## src/rtl/adcfe_pkg.sv

```systemverilog
package adcfe_pkg;
  localparam int NCH   = 8;
  localparam int RES   = 12;
  localparam int CHW   = $clog2(NCH);
  localparam int DIV_W = 8;
  localparam int AW    = 4;

  localparam logic [AW-1:0] A_CTRL  = 4'd0;
  localparam logic [AW-1:0] A_GDATA = 4'd1;
  localparam logic [AW-1:0] A_INTEN = 4'd2;

  localparam int SEL_LSB   = 0;
  localparam int DIV_LSB   = 8;
  localparam int PWR_BIT   = 21;
  localparam int START_LSB = 24;
  localparam int CHF_LSB   = 24;
  localparam int RES_LSB   = 4;
  localparam int OVR_BIT   = 30;
  localparam int DONE_BIT  = 31;

  localparam logic [2:0] START_NOW = 3'b001;

  typedef struct packed {
    logic           done;
    logic           ovr;
    logic [RES-1:0] res;
  } slot_t;
endpackage

```

## src/rtl/adcfe_clkdiv.sv

```systemverilog
module adcfe_clkdiv
  import adcfe_pkg::*;
(
  input  logic             clk,
  input  logic             rst_n,
  input  logic             en,
  input  logic             restart,
  input  logic [DIV_W-1:0] div,
  output logic             tick
);
  logic [DIV_W-1:0] cnt;

  always_ff @(posedge clk or negedge rst_n) begin
    if (!rst_n)                cnt <= '0;
    else if (!en || restart)   cnt <= '0;
    else if (cnt == div)       cnt <= '0;
    else                       cnt <= cnt + 1'b1;
  end

  assign tick = en && !restart && (cnt == div);

  // powered down holds the divider at zero
  assert_div_held_R3: assert property (@(posedge clk) disable iff (!rst_n)
    !en |=> (cnt == '0));
endmodule

```

## src/rtl/adcfe_seq.sv

```systemverilog
module adcfe_seq
  import adcfe_pkg::*;
#(
  parameter int CONV_CLKS = 11
) (
  input  logic           clk,
  input  logic           rst_n,
  input  logic           start_req,
  input  logic           pwr,
  input  logic [NCH-1:0] sel,
  input  logic           tick,
  output logic           conv_go,
  output logic           busy,
  output logic [CHW-1:0] ch,
  output logic           complete
);
  localparam int CW = $clog2(CONV_CLKS + 1);

  logic [CW-1:0]  cnt;
  logic [CHW-1:0] pick;

  always_comb begin
    pick = '0;
    for (int i = NCH - 1; i >= 0; i--)
      if (sel[i]) pick = CHW'(i);
  end

  assign conv_go  = start_req && pwr && (|sel) && !busy;
  assign complete = busy && tick && (cnt == CW'(CONV_CLKS - 1));

  always_ff @(posedge clk or negedge rst_n) begin
    if (!rst_n) begin
      busy <= 1'b0;
      cnt  <= '0;
      ch   <= '0;
    end else if (conv_go) begin
      busy <= 1'b1;
      cnt  <= '0;
      ch   <= pick;
    end else if (complete) begin
      busy <= 1'b0;
      cnt  <= '0;
    end else if (busy && tick) begin
      cnt  <= cnt + 1'b1;
    end
  end

  // a running conversion keeps its input until it finishes
  assert_busy_keeps_ch_R9: assert property (@(posedge clk) disable iff (!rst_n)
    (busy && !complete) |=> (busy && $stable(ch)));
endmodule

```

## src/rtl/adcfe_stub.sv

```systemverilog
module adcfe_stub
  import adcfe_pkg::*;
(
  input  logic [NCH*RES-1:0] ana_in,
  input  logic [CHW-1:0]     ch,
  output logic [RES-1:0]     sample
);
  assign sample = ana_in[int'(ch)*RES +: RES];
endmodule

```

## src/rtl/adcfe_bank.sv

```systemverilog
module adcfe_bank
  import adcfe_pkg::*;
(
  input  logic               clk,
  input  logic               rst_n,
  input  logic               wr,
  input  logic [CHW-1:0]     wch,
  input  logic [RES-1:0]     wres,
  input  logic               rd_g,
  input  logic [NCH-1:0]     rd_c,
  output slot_t              g,
  output logic [CHW-1:0]     g_ch,
  output slot_t [NCH-1:0]    c
);
  slot_t gq;
  slot_t cq [NCH];

  always_ff @(posedge clk or negedge rst_n) begin
    if (!rst_n) begin
      gq   <= '0;
      g_ch <= '0;
    end else if (wr) begin
      gq.done <= 1'b1;
      gq.ovr  <= rd_g ? 1'b0 : (gq.ovr | gq.done);
      gq.res  <= wres;
      g_ch    <= wch;
    end else if (rd_g) begin
      gq.done <= 1'b0;
      gq.ovr  <= 1'b0;
    end
  end

  assign g = gq;

  for (genvar i = 0; i < NCH; i++) begin : g_slot
    logic hit;
    assign hit = wr && (wch == CHW'(i));

    always_ff @(posedge clk or negedge rst_n) begin
      if (!rst_n) begin
        cq[i] <= '0;
      end else if (hit) begin
        cq[i].done <= 1'b1;
        cq[i].ovr  <= rd_c[i] ? 1'b0 : (cq[i].ovr | cq[i].done);
        cq[i].res  <= wres;
      end else if (rd_c[i]) begin
        cq[i].done <= 1'b0;
        cq[i].ovr  <= 1'b0;
      end
    end

    assign c[i] = cq[i];

    // a global read leaves an unwritten channel register untouched
    assert_chan_indep_R8: assert property (@(posedge clk) disable iff (!rst_n)
      (rd_g && !hit && !rd_c[i]) |=> $stable(cq[i]));
  end

  // a global read with no write clears both global flags
  assert_read_clears_R6: assert property (@(posedge clk) disable iff (!rst_n)
    (rd_g && !wr) |=> (!gq.done && !gq.ovr));

  // overrun never stands without done
  assert_ovr_with_done_R7: assert property (@(posedge clk) disable iff (!rst_n)
    gq.ovr |-> gq.done);
endmodule

```

## src/rtl/adc_frontend.sv

```systemverilog
module adc_frontend
  import adcfe_pkg::*;
#(
  parameter int CONV_CLKS = 11
) (
  input  logic               clk,
  input  logic               rst_n,
  input  logic               reg_wr,
  input  logic               reg_rd,
  input  logic [AW-1:0]      reg_addr,
  input  logic [31:0]        reg_wdata,
  output logic [31:0]        reg_rdata,
  input  logic [NCH*RES-1:0] ana_in,
  output logic               irq
);
  logic [NCH-1:0]   sel_q;
  logic [DIV_W-1:0] div_q;
  logic             pwr_q;
  logic [2:0]       start_q;
  logic             inten_q;

  logic wr_ctrl, start_req, tick, conv_go, busy, complete;
  logic [CHW-1:0] conv_ch, g_ch;
  logic [RES-1:0] sample;
  logic           rd_g;
  logic [NCH-1:0] rd_c;
  slot_t          g;
  slot_t [NCH-1:0] c;

  assign wr_ctrl   = reg_wr && (reg_addr == A_CTRL);
  assign start_req = (start_q == START_NOW);

  always_ff @(posedge clk or negedge rst_n) begin
    if (!rst_n) begin
      sel_q   <= '0;
      div_q   <= '0;
      pwr_q   <= 1'b0;
      start_q <= '0;
      inten_q <= 1'b0;
    end else begin
      if (wr_ctrl) begin
        sel_q   <= reg_wdata[SEL_LSB +: NCH];
        div_q   <= reg_wdata[DIV_LSB +: DIV_W];
        pwr_q   <= reg_wdata[PWR_BIT];
        start_q <= reg_wdata[START_LSB +: 3];
      end else if (start_req) begin
        start_q <= '0;
      end
      if (reg_wr && (reg_addr == A_INTEN)) inten_q <= reg_wdata[0];
    end
  end

  adcfe_clkdiv u_div (
    .clk(clk), .rst_n(rst_n), .en(pwr_q), .restart(conv_go),
    .div(div_q), .tick(tick)
  );

  adcfe_seq #(.CONV_CLKS(CONV_CLKS)) u_seq (
    .clk(clk), .rst_n(rst_n), .start_req(start_req), .pwr(pwr_q),
    .sel(sel_q), .tick(tick), .conv_go(conv_go), .busy(busy),
    .ch(conv_ch), .complete(complete)
  );

  adcfe_stub u_stub (.ana_in(ana_in), .ch(conv_ch), .sample(sample));

  assign rd_g = reg_rd && (reg_addr == A_GDATA);
  always_comb begin
    for (int i = 0; i < NCH; i++)
      rd_c[i] = reg_rd && reg_addr[AW-1] && (reg_addr[CHW-1:0] == CHW'(i));
  end

  adcfe_bank u_bank (
    .clk(clk), .rst_n(rst_n), .wr(complete), .wch(conv_ch), .wres(sample),
    .rd_g(rd_g), .rd_c(rd_c), .g(g), .g_ch(g_ch), .c(c)
  );

  always_comb begin
    reg_rdata = '0;
    if (reg_addr == A_CTRL) begin
      reg_rdata[SEL_LSB +: NCH]   = sel_q;
      reg_rdata[DIV_LSB +: DIV_W] = div_q;
      reg_rdata[PWR_BIT]          = pwr_q;
      reg_rdata[START_LSB +: 3]   = start_q;
    end else if (reg_addr == A_GDATA) begin
      reg_rdata[DONE_BIT]         = g.done;
      reg_rdata[OVR_BIT]          = g.ovr;
      reg_rdata[CHF_LSB +: CHW]   = g_ch;
      reg_rdata[RES_LSB +: RES]   = g.res;
    end else if (reg_addr == A_INTEN) begin
      reg_rdata[0]                = inten_q;
    end else if (reg_addr[AW-1]) begin
      reg_rdata[DONE_BIT]         = c[reg_addr[CHW-1:0]].done;
      reg_rdata[OVR_BIT]          = c[reg_addr[CHW-1:0]].ovr;
      reg_rdata[RES_LSB +: RES]   = c[reg_addr[CHW-1:0]].res;
    end
  end

  assign irq = g.done && inten_q;

  // no conversion is running unless powered at its start
  assert_go_powered_R3: assert property (@(posedge clk) disable iff (!rst_n)
    $rose(busy) |-> $past(pwr_q));
endmodule

```

## config.mk

```make
export PLATFORM = sky130hd
export DESIGN_NAME = adc_frontend
export DESIGN_NICKNAME = d
export VERILOG_FILES = /design/src/rtl/adcfe_pkg.sv /design/src/rtl/adcfe_clkdiv.sv /design/src/rtl/adcfe_seq.sv /design/src/rtl/adcfe_stub.sv /design/src/rtl/adcfe_bank.sv /design/src/rtl/adc_frontend.sv
export SDC_FILE = /design/constraint.sdc
export NUM_CORES = 1
export LEC_CHECK = 0
export BUFFER_PORTS_ARGS = -buffer_cell sky130_fd_sc_hd__buf_2
export CAP_MARGIN = 20
export CORE_UTILIZATION = 57
export DETAILED_ROUTE_END_ITERATION = 8
export PLACE_DENSITY = 0.79
export SLEW_MARGIN = 25
export SYNTH_ARGS = -nofsm -noshare
export SYNTH_HDL_FRONTEND = slang
export SYNTH_SLANG_ARGS = --single-unit
```

## constraint.sdc

```tcl
create_clock -name clk -period 4.1 [get_ports clk]
set_input_delay 0.82 -clock clk [delete_from_list [all_inputs] [get_ports clk]]
set_output_delay 0.82 -clock clk [all_outputs]
set_load 0.005 [all_outputs]
```

==> results of run 1 <==
## flip-flops by register name, indices dropped and copies added, names as in the netlist
name         cells
pwr_q            1
div_q            8
u_seq.cnt        4
start_q          3
u_bank.g_ch      3
u_seq.ch         3
u_bank.c       112
sel_q            8
u_seq.busy       1
u_div.cnt        8
u_bank.g        14
inten_q          1
## per-stage QoR
step | utilization (%) | total power, W
5_1_grt | 69.6 | 0.00457
3_5_place_dp | 65.1 | 0.00267
2_1_floorplan | - | 0.00239
6_report | 69.6 | 0.00440
3_3_place_gp | 65.1 | 0.00263
4_1_cts | 69.6 | 0.00442
## cell families after synthesis
group / share of synthesized area [%]
buffers and inverters: 3.89
adder cells (fa/ha/maj): 0.437
AO/OA/AOI/OAI: 3.41
flip-flops: 48.4
XOR/XNOR: 1.43
multiplexers: 35.0
other: 0.0437
AND/OR/NAND/NOR: 7.43
## per-layer routing
| metal | wire length, um | vias up |
|---|---|---|
| met3 | 1360 | 39 |
| met2 | 10600 | 251 |
| met4 | 421 | 0 |
| met5 | 0 | - |
| met1 | 8850 | 3028 |
| li1 | - | 2615 |
## final cells by class
| cell class | count | area [um2] |
|---|---|---|
| multi-input cells | 407 | 4140 |
| clock inverters | 12 | 199 |
| diodes | 1 | 2.50 |
| well taps | 184 | 230 |
| flip-flops and latches | 166 | 4160 |
| clock buffers | 20 | 447 |
| repair buffers | 167 | 920 |
| fillers | 981 | 4440 |
| inverters | 16 | 60.1 |
## where the power goes
group / internal [W] / switching [W] / leakage [nW]
logic: 0.000369 / 0.000352 / 2.32
registers: 0.00176 / 0.000177 / 2.10
clock network: 0.00110 / 0.000652 / 0.315
## worst register-to-register path: stages (launching register included)
cell and delay (ps):
dfrtp_1 460, xnor2_1 190, nand4_1 140, or3_1 610, or3_1 820, mux2_4 450
## worst paths after layout
kind | startpoint | to | depth (start not counted)
hold / removal | rst_n | u_bank.c[41] | 1
max in group asynchronous | rst_n | div_q[1] | 2
setup reg to reg | div_q[0] | u_bank.c[53] | 5
hold reg to reg | u_bank.c[12] | u_bank.c[12] | 2
min in group clk | u_bank.c[12] | u_bank.c[12] | 2
setup / recovery | reg_addr[0] | reg_rdata[6] | 7
## synthesized netlist by cell type (all sizes together)
library cell,n
and2,6
nand4,4
nor4,5
a21oi,2
mux2,157
and3b,1
conb,1
nor2b,3
nor2,17
nand3b,2
nand3,21
xnor2,9
nor3,7
a21boi,1
o31ai,2
a22o,4
and3,5
o41ai,1
xor2,5
buf,33
o21bai,1
nand2,48
or4,2
inv,16
a21bo,1
ha,3
clkbuf,21
a222oi,12
o21ai,11
nor3b,2
a21o,1
mux2i,3
dfrtp,166
mux4,52
o22a,1
or3,7
o211ai,1
==> results.txt, run 1 <==
Outcome = finished, final reports clean
Cts hold-fix bufs = 0
Post-CTS Resized = 0
Cell accounting for the most synthesized area = dfrtp_1
Hold Path Class = in2async
Cells after Synth = 634
WS Path Type = in2out
Setup ws final = 545 ps
Initial antenna violation count = 0
Synth Cell Area = 8590 um2
Post-Syn Area per Cell = 13.5 um2
Wire length per cell = 21.8 um
Layout Nets = 914
Min Tclk post-route = 3550 ps
Root Buffer = clkbuf_16
Clock transition at path regs = 60 ps
Pre-CTS setup slack = 589 ps
CP startpoint kind = input pin
Slew Limit Fails = 0
Layout cells sized above 1 = 52.3%
Global-route wire length before repair = 33,800 um
Vias per Instance = 6.10
Port-buffer cells = 146
H-tree depth = 4
Grt met3 use = 6.10%
GRT Util Overall = 28.5%
Seq/Total Area, Yosys = 48.4%
Clock skew = 6.54 ps
Power Density = 434 nW/um2
Buf/Inv on CP = 4
Final TNS setup = 0 ps
Total gr overflow = 0
Leakage = 4.73 nW
Netlist cell types = 43
1st-iter DRT viols = 474
Longest Clk Path Bufs = 2
Area contributors post-synth = dfrtp_1 48%, mux2_2 19%, mux4_2 14%
Die width = 125 um
F_max = 281 MHz
Critical path endpoint category = output pin
Slew headroom = 37.0%
Die ar. = 15,600 um2
Final GP Congestion = 0.833
Final Instance Area = 10,200 um2
CTS tree = built
RSZ-0062 raised after global routing = no
Drt drc = 0
TritonCTS buffer count = 17
Crit-path max FO = 36
Worst-Margin Slew = 945 ps
Met2 usage = 47.7%
Via Count = 5,933
Busiest grt layer = met2
Drt total wl = 21,200 um
Placed cells = 940
Most frequent cells in the layout = 165 x dfrtp_1, 148 x mux2_2, 145 x buf_2
CP max stage cell = and2_1
Endpoints failing setup = 0
GRT met1 Usage = 37.2%
Placed Area = 9500 um2
Kind of cell adding the most delay to the critical path = simple AND/OR/NAND/NOR gates
Worst hold margin = 436 ps
Commonest non-fill, non-tap cell in the layout = dfrtp_1
FP Rows = 44
#FFs+latches synth = 166
Fin cells = 973
CP Data Arrival Time = 2730 ps
Crit-path cells = buf_2 > buf_12 > nor2b_1 > and2_1 > a222oi_1 > inv_1 > buf_2
Layout Area Growth over Synthesis = 18.3%
Ys Warns = 0
Die height = 125 um
Slowest stage delay, CP = 790 ps
Routed Antenna Nets = 0
Most Frequent Cell on Critical Path = buf_2
Setup bufs post-CTS = 0
Max VDD drop = 0.354 mV
Initial core utilization = 58.9%
Tcrit/Tclk final = 86.7%
Worst-Skew Late Latency = 430 ps
Critical path data required time = 3280 ps
Core area = 14,600 um2
Vias in the first global route = 6,397
Reg-to-reg setup timing slack = 1310 ps
Final hold vios = 0
Top cell type's share of synthesized area = 48.4%
Max Cap Viol = 0
Largest net degree at the start of global routing = 87
DP Wirelength = 14,000 um
TritonRoute pass-1 iters = 5
Sink Count = 166
I/O pin cnt = 169
(Power assumes the default switching activity.)
==> run 2, diff against run 1 <==
--- a/config.mk
+++ b/config.mk
@@ -7,9 +7,9 @@
 export LEC_CHECK = 0
 export BUFFER_PORTS_ARGS = -buffer_cell sky130_fd_sc_hd__buf_2
 export CAP_MARGIN = 20
-export CORE_UTILIZATION = 57
+export CORE_UTILIZATION = 35
 export DETAILED_ROUTE_END_ITERATION = 8
-export PLACE_DENSITY = 0.79
+export PLACE_DENSITY = 0.52
 export SLEW_MARGIN = 25
 export SYNTH_ARGS = -nofsm -noshare
 export SYNTH_HDL_FRONTEND = slang
==> run 2 against run 1 <==
  * Setup slack improved by 19 ps
  * Fmax is 0.52% higher
  * Count of clock-buffer cells in the layout down 1
  * Core utilization down 26 points
  * First-iteration DRC count decreased by 30%
  * Clock skew up 2.9 ps
  * Clock power up 3%
  * Register-to-register slack got worse by 200 ps
  * Critical path type unchanged
==> results.txt, run 2 (synthesis results as in run 1) <==
Clock transition at path regs = 60 ps (about the same)
Crit-path cells = buf_2 > buf_12 > mux4_2 > mux2_2 > a222oi_1 > inv_1 > buf_2
Layout Nets = 913 (-0.11%)
Placed cells = 1,073 (+14%)
TritonCTS buffer count = 17 (unchanged)
Via Count = 5,859 (-1.2%)
Fin cells = 1,107 (+14%)
TritonRoute pass-1 iters = 5 (unchanged)
Met2 usage = 30.9% (-17 points)
Root Buffer = clkbuf_16
Die height = 159 um (+27%)
Die width = 159 um (+27%)
Critical path data required time = 3280 ps (about the same)
WS Path Type = in2out
Reg area = 4160 um2 (about the same)
Crit-path max FO = 36 (unchanged)
Clock Power Share = 40.4% (+0.7 points)
Slew headroom = 31.5% (-5.5 points)
Setup bufs post-CTS = 0 (unchanged)
Area of the multi-input gates = 4140 um2 (unchanged)
F_max = 283 MHz (+0.52%)
Max VDD drop = 0.255 mV (-28%)
Worst-Margin Slew = 1030 ps (+82.0 ps)
Most Frequent Cell on Critical Path = buf_2
Largest net degree at the start of global routing = 100 (+15%)
FP Rows = 56 (+27%)
Hold Path Class = in2async
RSZ-0062 raised after global routing = no
Worst-Skew Late Latency = 420 ps (about the same)
Placed Area = 9660 um2 (+1.6%)
CP Data Arrival Time = 2720 ps (about the same)
Vias per Instance = 5.29 (-13%)
Drt total wl = 22,000 um (+3.7%)
Busiest grt layer = met2
DP Wirelength = 15,000 um (+7.1%)
Core area = 23,800 um2 (+63%)
Drt drc = 0 (unchanged)
Worst hold margin = 259 ps (-177 ps)
Grt met3 use = 3.27% (-2.8 points)
Max Cap Viol = 0 (unchanged)
Final hold vios = 0 (unchanged)
1st-iter DRT viols = 330 (-30%)
Endpoints failing setup = 0 (unchanged)
Min Tclk post-route = 3540 ps (-18.5 ps)
Outcome = finished, final reports clean
CTS tree = built
Power Density = 432 nW/um2 (-0.38%)
Initial antenna violation count = 0 (unchanged)
Cts hold-fix bufs = 0 (unchanged)
GRT Util Overall = 18.6% (-10 points)
Slowest stage delay, CP = 560 ps (-230 ps)
Sw Ratio = 26.5% (-0.29 points)
Layout cells sized above 1 = 52.4% (+0.066 points)
Global-route wire length before repair = 34,500 um (+2.3%)
Commonest non-fill, non-tap cell in the layout = dfrtp_1
Critical path endpoint category = output pin
Final GP Congestion = 0.785 (-5.8%)
Total gr overflow = 0 (unchanged)
Layout Utilization = 43.6% (-26 points)
Filler cell count = 2,182 (+120%)
GRT met1 Usage = 24.6% (-13 points)
H-tree depth = 4 (unchanged)
Max FFs per register = 112 (unchanged)
Most frequent cells in the layout = 165 x dfrtp_1, 148 x mux2_2, 145 x buf_2
Tcrit/Tclk final = 86.2% (-0.45 points)
I/O pin cnt = 169 (unchanged)
Clock skew = 9.44 ps (+2.90 ps)
Int Pwr = 0.00329 W (+2.0%)
Wire length per cell = 19.9 um (-8.8%)
Slew Limit Fails = 0 (unchanged)
Sw Pwr = 0.00119 W (+0.54%)
CP max stage cell = mux4_2
CP startpoint kind = input pin
Die ar. = 25,200 um2 (+62%)
Final Instance Area = 10,400 um2 (+2.0%)
Leakage = 4.75 nW (+0.38%)
Layout Area Growth over Synthesis = 20.6%
Vias in the first global route = 6,223 (-2.7%)
Initial core utilization = 36.1% (-23 points)
Gate power share = 16.6% (+0.2 points)
Register share of total power = 43.0% (-0.9 points)
Longest Clk Path Bufs = 2 (unchanged)
Port-buffer cells = 146 (unchanged)
Routed Antenna Nets = 0 (unchanged)
Sink Count = 166 (unchanged)
Post-CTS Resized = 0 (unchanged)
Final TNS setup = 0 ps (unchanged)
## run 2: cell types whose count changed in the layout (fill, tap and decap cells not counted), sizes merged
cell,before,now
inv,18,16
buf,167,166
bufinv,5,6
clkbuf,20,19
clkinv,4,5
clkinvlp,1,2
## run 2: area by class of cell
cell class	count	share of cell area, %
tap	319	3.85
sequential	166	40.1
antenna	1	0.0242
inverter	16	0.580
clock buffer	19	4.28
timing repair buffer	166	9.00
multi-input combinational	407	39.9
clock inverter	13	2.20
## run 2: routing by layer
layer	up-vias	part of all wire [%]
met5	-	0
met4	0	1.3
li1	2614	-
met3	21	5.3
met2	205	50
met1	3019	43
## run 2: worst max-delay path: cells and delay by family
| family | cells | cell delay (ps) |
|---|---|---|
| buffers and inverters | 4 | 630 |
| muxes | 2 | 830 |
| AOI/OAI and AO/OA | 1 | 410 |
## run 2: per-stage QoR
stage / total power (W) / setup WS, ps
5_1_grt: 0.00468 / 498
6_report: 0.00447 / 564
3_3_place_gp: 0.00266 / 541
4_1_cts: 0.00453 / 550
2_1_floorplan: 0.00239 / 806
3_5_place_dp: 0.00270 / 554
## run 2: worst paths after layout
kind / depth (start not counted) / end / from / slack, ps
setup / recovery: 7 / reg_rdata[8] / reg_addr[0] / 560
hold / removal: 1 / u_bank.c[83] / rst_n / 260
setup reg to reg: 7 / u_bank.c[80] / u_seq.cnt[0] / 1110
max in group asynchronous: 3 / div_q[2] / rst_n / 2790
min in group clk: 2 / u_bank.c[12] / u_bank.c[12] / 490
hold reg to reg: 2 / u_bank.c[12] / u_bank.c[12] / 490
## run 2: power by group through the flow
stage	sequential [W]	clock, W	combinational (W)
floorplan	0.00185	0	0.000542
global placement	0.00194	0	0.000718
detailed placement	0.00195	0	0.000747
CTS	0.00192	0.00185	0.000751
global route	0.00194	0.00192	0.000820
finish	0.00192	0.00181	0.000743
==> run 3, diff against run 2 <==
--- a/config.mk
+++ b/config.mk
@@ -7,9 +7,11 @@
 export LEC_CHECK = 0
 export BUFFER_PORTS_ARGS = -buffer_cell sky130_fd_sc_hd__buf_2
 export CAP_MARGIN = 20
+export CORE_MARGIN = 2
 export CORE_UTILIZATION = 35
 export DETAILED_ROUTE_END_ITERATION = 8
 export PLACE_DENSITY = 0.52
+export RECOVER_POWER = 100
 export SLEW_MARGIN = 25
 export SYNTH_ARGS = -nofsm -noshare
 export SYNTH_HDL_FRONTEND = slang
==> run 3 against run 2 <==
  * Hold slack better by 230 ps
  * Critical endpoint unchanged
  * Sequential share of layout area up 0.99 points
  * Clock skew down 2.0 ps
  * First-iteration DRC count down 9.1%
  * Global-route usage down 0.56 points
  * The flow now finishes with violations (max-capacitance violations, max-slew violations)
  * Fmax down 5.3%
  * Power down 7.7%
  * Critical path depth unchanged
==> results.txt, run 3 (synthesis results as in run 1) <==
Slew Limit Fails = 92 (+92)
HP Start = u_bank.c[26]
Hold Path Class = reg2reg
Fin cells = 1,110 (+0.27%)
Commonest non-fill, non-tap cell in the layout = dfrtp_1
Initial antenna violation count = 0 (unchanged)
Clock transition at path regs = 60 ps (about the same)
Final TNS setup = 0 ps (unchanged)
Critical path endpoint category = output pin
Routed Antenna Nets = 0 (unchanged)
Most Frequent Cell on Critical Path = clkbuf_1
Endpoints failing setup = 0 (unchanged)
Ant diodes = 0 (-1)
F_max = 268 MHz (-5.3%)
Grt met3 use = 3.20% (-0.064 points)
Failing checks = max-capacitance violations, max-slew violations
Met2 usage = 30.8% (-0.13 points)
Slew headroom = -54.9% (-86 points)
Post-CTS Resized = 0 (unchanged)
Vias in the first global route = 6,170 (-0.85%)
Die width = 161 um (+1.3%)
CTS tree = built
1st-iter DRT viols = 300 (-9.1%)
Die height = 161 um (+1.3%)
Largest net degree at the start of global routing = 92 (-8.0%)
Outcome = finished with violations
Worst-Skew Late Latency = 420 ps (about the same)
Drt drc = 0 (unchanged)
Layout cells sized above 1 = 46.8% (-5.5 points)
Min Tclk post-route = 3740 ps (+199 ps)
Wire length per cell = 20.3 um (+2.1%)
GRT met1 Usage = 23.9% (-0.63 points)
Final hold vios = 0 (unchanged)
Final GP Congestion = 0.778 (-0.83%)
Max VDD drop = 0.264 mV (+3.6%)
Initial core utilization = 35.5% (-0.63 points)
Port-buffer cells = 146 (unchanged)
CP startpoint kind = input pin
Slowest stage delay, CP = 560 ps (about the same)
Crit-path max FO = 19 (-47%)
I/O pin cnt = 169 (unchanged)
Total gr overflow = 0 (unchanged)
TritonRoute pass-1 iters = 5 (unchanged)
CP max stage cell = clkbuf_1
Setup bufs post-CTS = 0 (unchanged)
Filler cell count = 2,281 (+4.5%)
Kind of cell adding the most delay to the critical path = buffers and inverters
Max FFs per register = 112 (unchanged)
Core area = 24,200 um2 (+1.8%)
Power Density = 409 nW/um2 (-5.3%)
Critical path data required time = 3280 ps (about the same)
Longest Clk Path Bufs = 2 (unchanged)
Layout Area Growth over Synthesis = 17.7%
Most frequent cells in the layout = 166 x dfrtp_1, 140 x mux2_2, 132 x buf_2
Reg-to-reg critical path startpoint = u_seq.ch[0]
Drt total wl = 22,600 um (+2.4%)
Tcrit/Tclk final = 91.1% (+4.9 points)
H-tree depth = 4 (unchanged)
Leakage = 4.56 nW (-4.0%)
Via Count = 5,782 (-1.3%)
TritonCTS buffer count = 17 (unchanged)
GRT Util Overall = 18.0% (-0.56 points)
DP Wirelength = 15,800 um (+5.6%)
WS Path Type = in2out
Cts hold-fix bufs = 0 (unchanged)
Buf/Inv on CP = 4 (unchanged)
Placed cells = 1,080 (+0.65%)
Busiest grt layer = met2
Die ar. = 25,800 um2 (+2.5%)
Worst-Margin Slew = 2320 ps (+1300 ps)
Crit-path cells = clkbuf_1 > buf_12 > mux4_2 > mux2_2 > a222oi_1 > inv_1 > clkbuf_1
Max Cap Viol = 1 (+1)
RSZ-0062 raised after global routing = no
FP Rows = 57 (+1.8%)
Layout Nets = 914 (+0.11%)
Clock skew = 7.45 ps (-2.00 ps)
CP startpoint = reg_addr[1]
Root Buffer = clkbuf_16
Global-route wire length before repair = 35,000 um (+1.3%)
Sink Count = 166 (unchanged)
CP Data Arrival Time = 2920 ps (+200 ps)
Vias per Instance = 5.21 (-1.6%)
==> run 3: cell types whose count changed in the layout (fill, tap and decap cells not counted), sizes merged <==
| cell | delta |
|---|---|
| diode | -1 |
| clkinv | +2 |
| bufinv | -5 |
| clkinvlp | -1 |
| inv | +3 |
| clkbuf | +24 |
| buf | -24 |
==> run 3: worst min-delay path: stages, from the launching register on <==
cell	delay (ps)
dfrtp_1	340
nand2_1	50
o21ai_0	60
==> run 3: report_power, final <==
group          total [W]  internal [W]  leakage [nW]  switching (W)
registers        0.00192       0.00175          2.11       0.000167
clock network    0.00149      0.000844         0.272       0.000646
logic           0.000722      0.000355          2.18       0.000367
total            0.00413       0.00295          4.56        0.00118
==> run 3: stage by stage <==
stage | setup WS (ps) | utilization, % | hold WS [ps] | cell area, um2 | total power [W]
after global placement | 512 | 40.0 | 462 | 9680 | 0.00267
after CTS | 531 | 42.3 | 483 | 10200 | 0.00421
after global routing | 282 | 41.8 | 510 | 10100 | 0.00435
after floorplan | 806 | - | 443 | 8620 | 0.00239
after detailed placement | 546 | 40.0 | 469 | 9680 | 0.00270
final | 365 | 41.8 | 487 | 10100 | 0.00413
==> run 3: area by class of cell <==
| type | instances | area, um2 | share of cell area, % |
|---|---|---|---|
| sequential | 166 | 4150 | 41.1 |
| multi-input combinational | 407 | 4090 | 40.4 |
| timing repair buffer | 167 | 858 | 8.49 |
| clock buffer | 18 | 439 | 4.35 |
| tap | 324 | 405 | 4.01 |
| clock inverter | 12 | 103 | 1.02 |
| inverter | 16 | 60.1 | 0.594 |
==> run 3: routing by layer <==
layer / part of all wire (%) / vias up
met3: 4.1 / 12
met2: 49 / 156
met5: 0 / -
met4: 0.92 / 0
li1: - / 2617
met1: 46 / 2997
==> run 3: path summary, 6_finish.rpt <==
kind	end	slack, ps	cells past startpoint
max in group asynchronous	u_bank.c[108]	900	2
hold / removal	u_bank.c[26]	490	2
setup / recovery	reg_rdata[8]	360	7
min in group asynchronous	u_bank.c[68]	1070	1
hold reg to reg	u_bank.c[26]	490	2
setup reg to reg	u_bank.c[53]	540	4
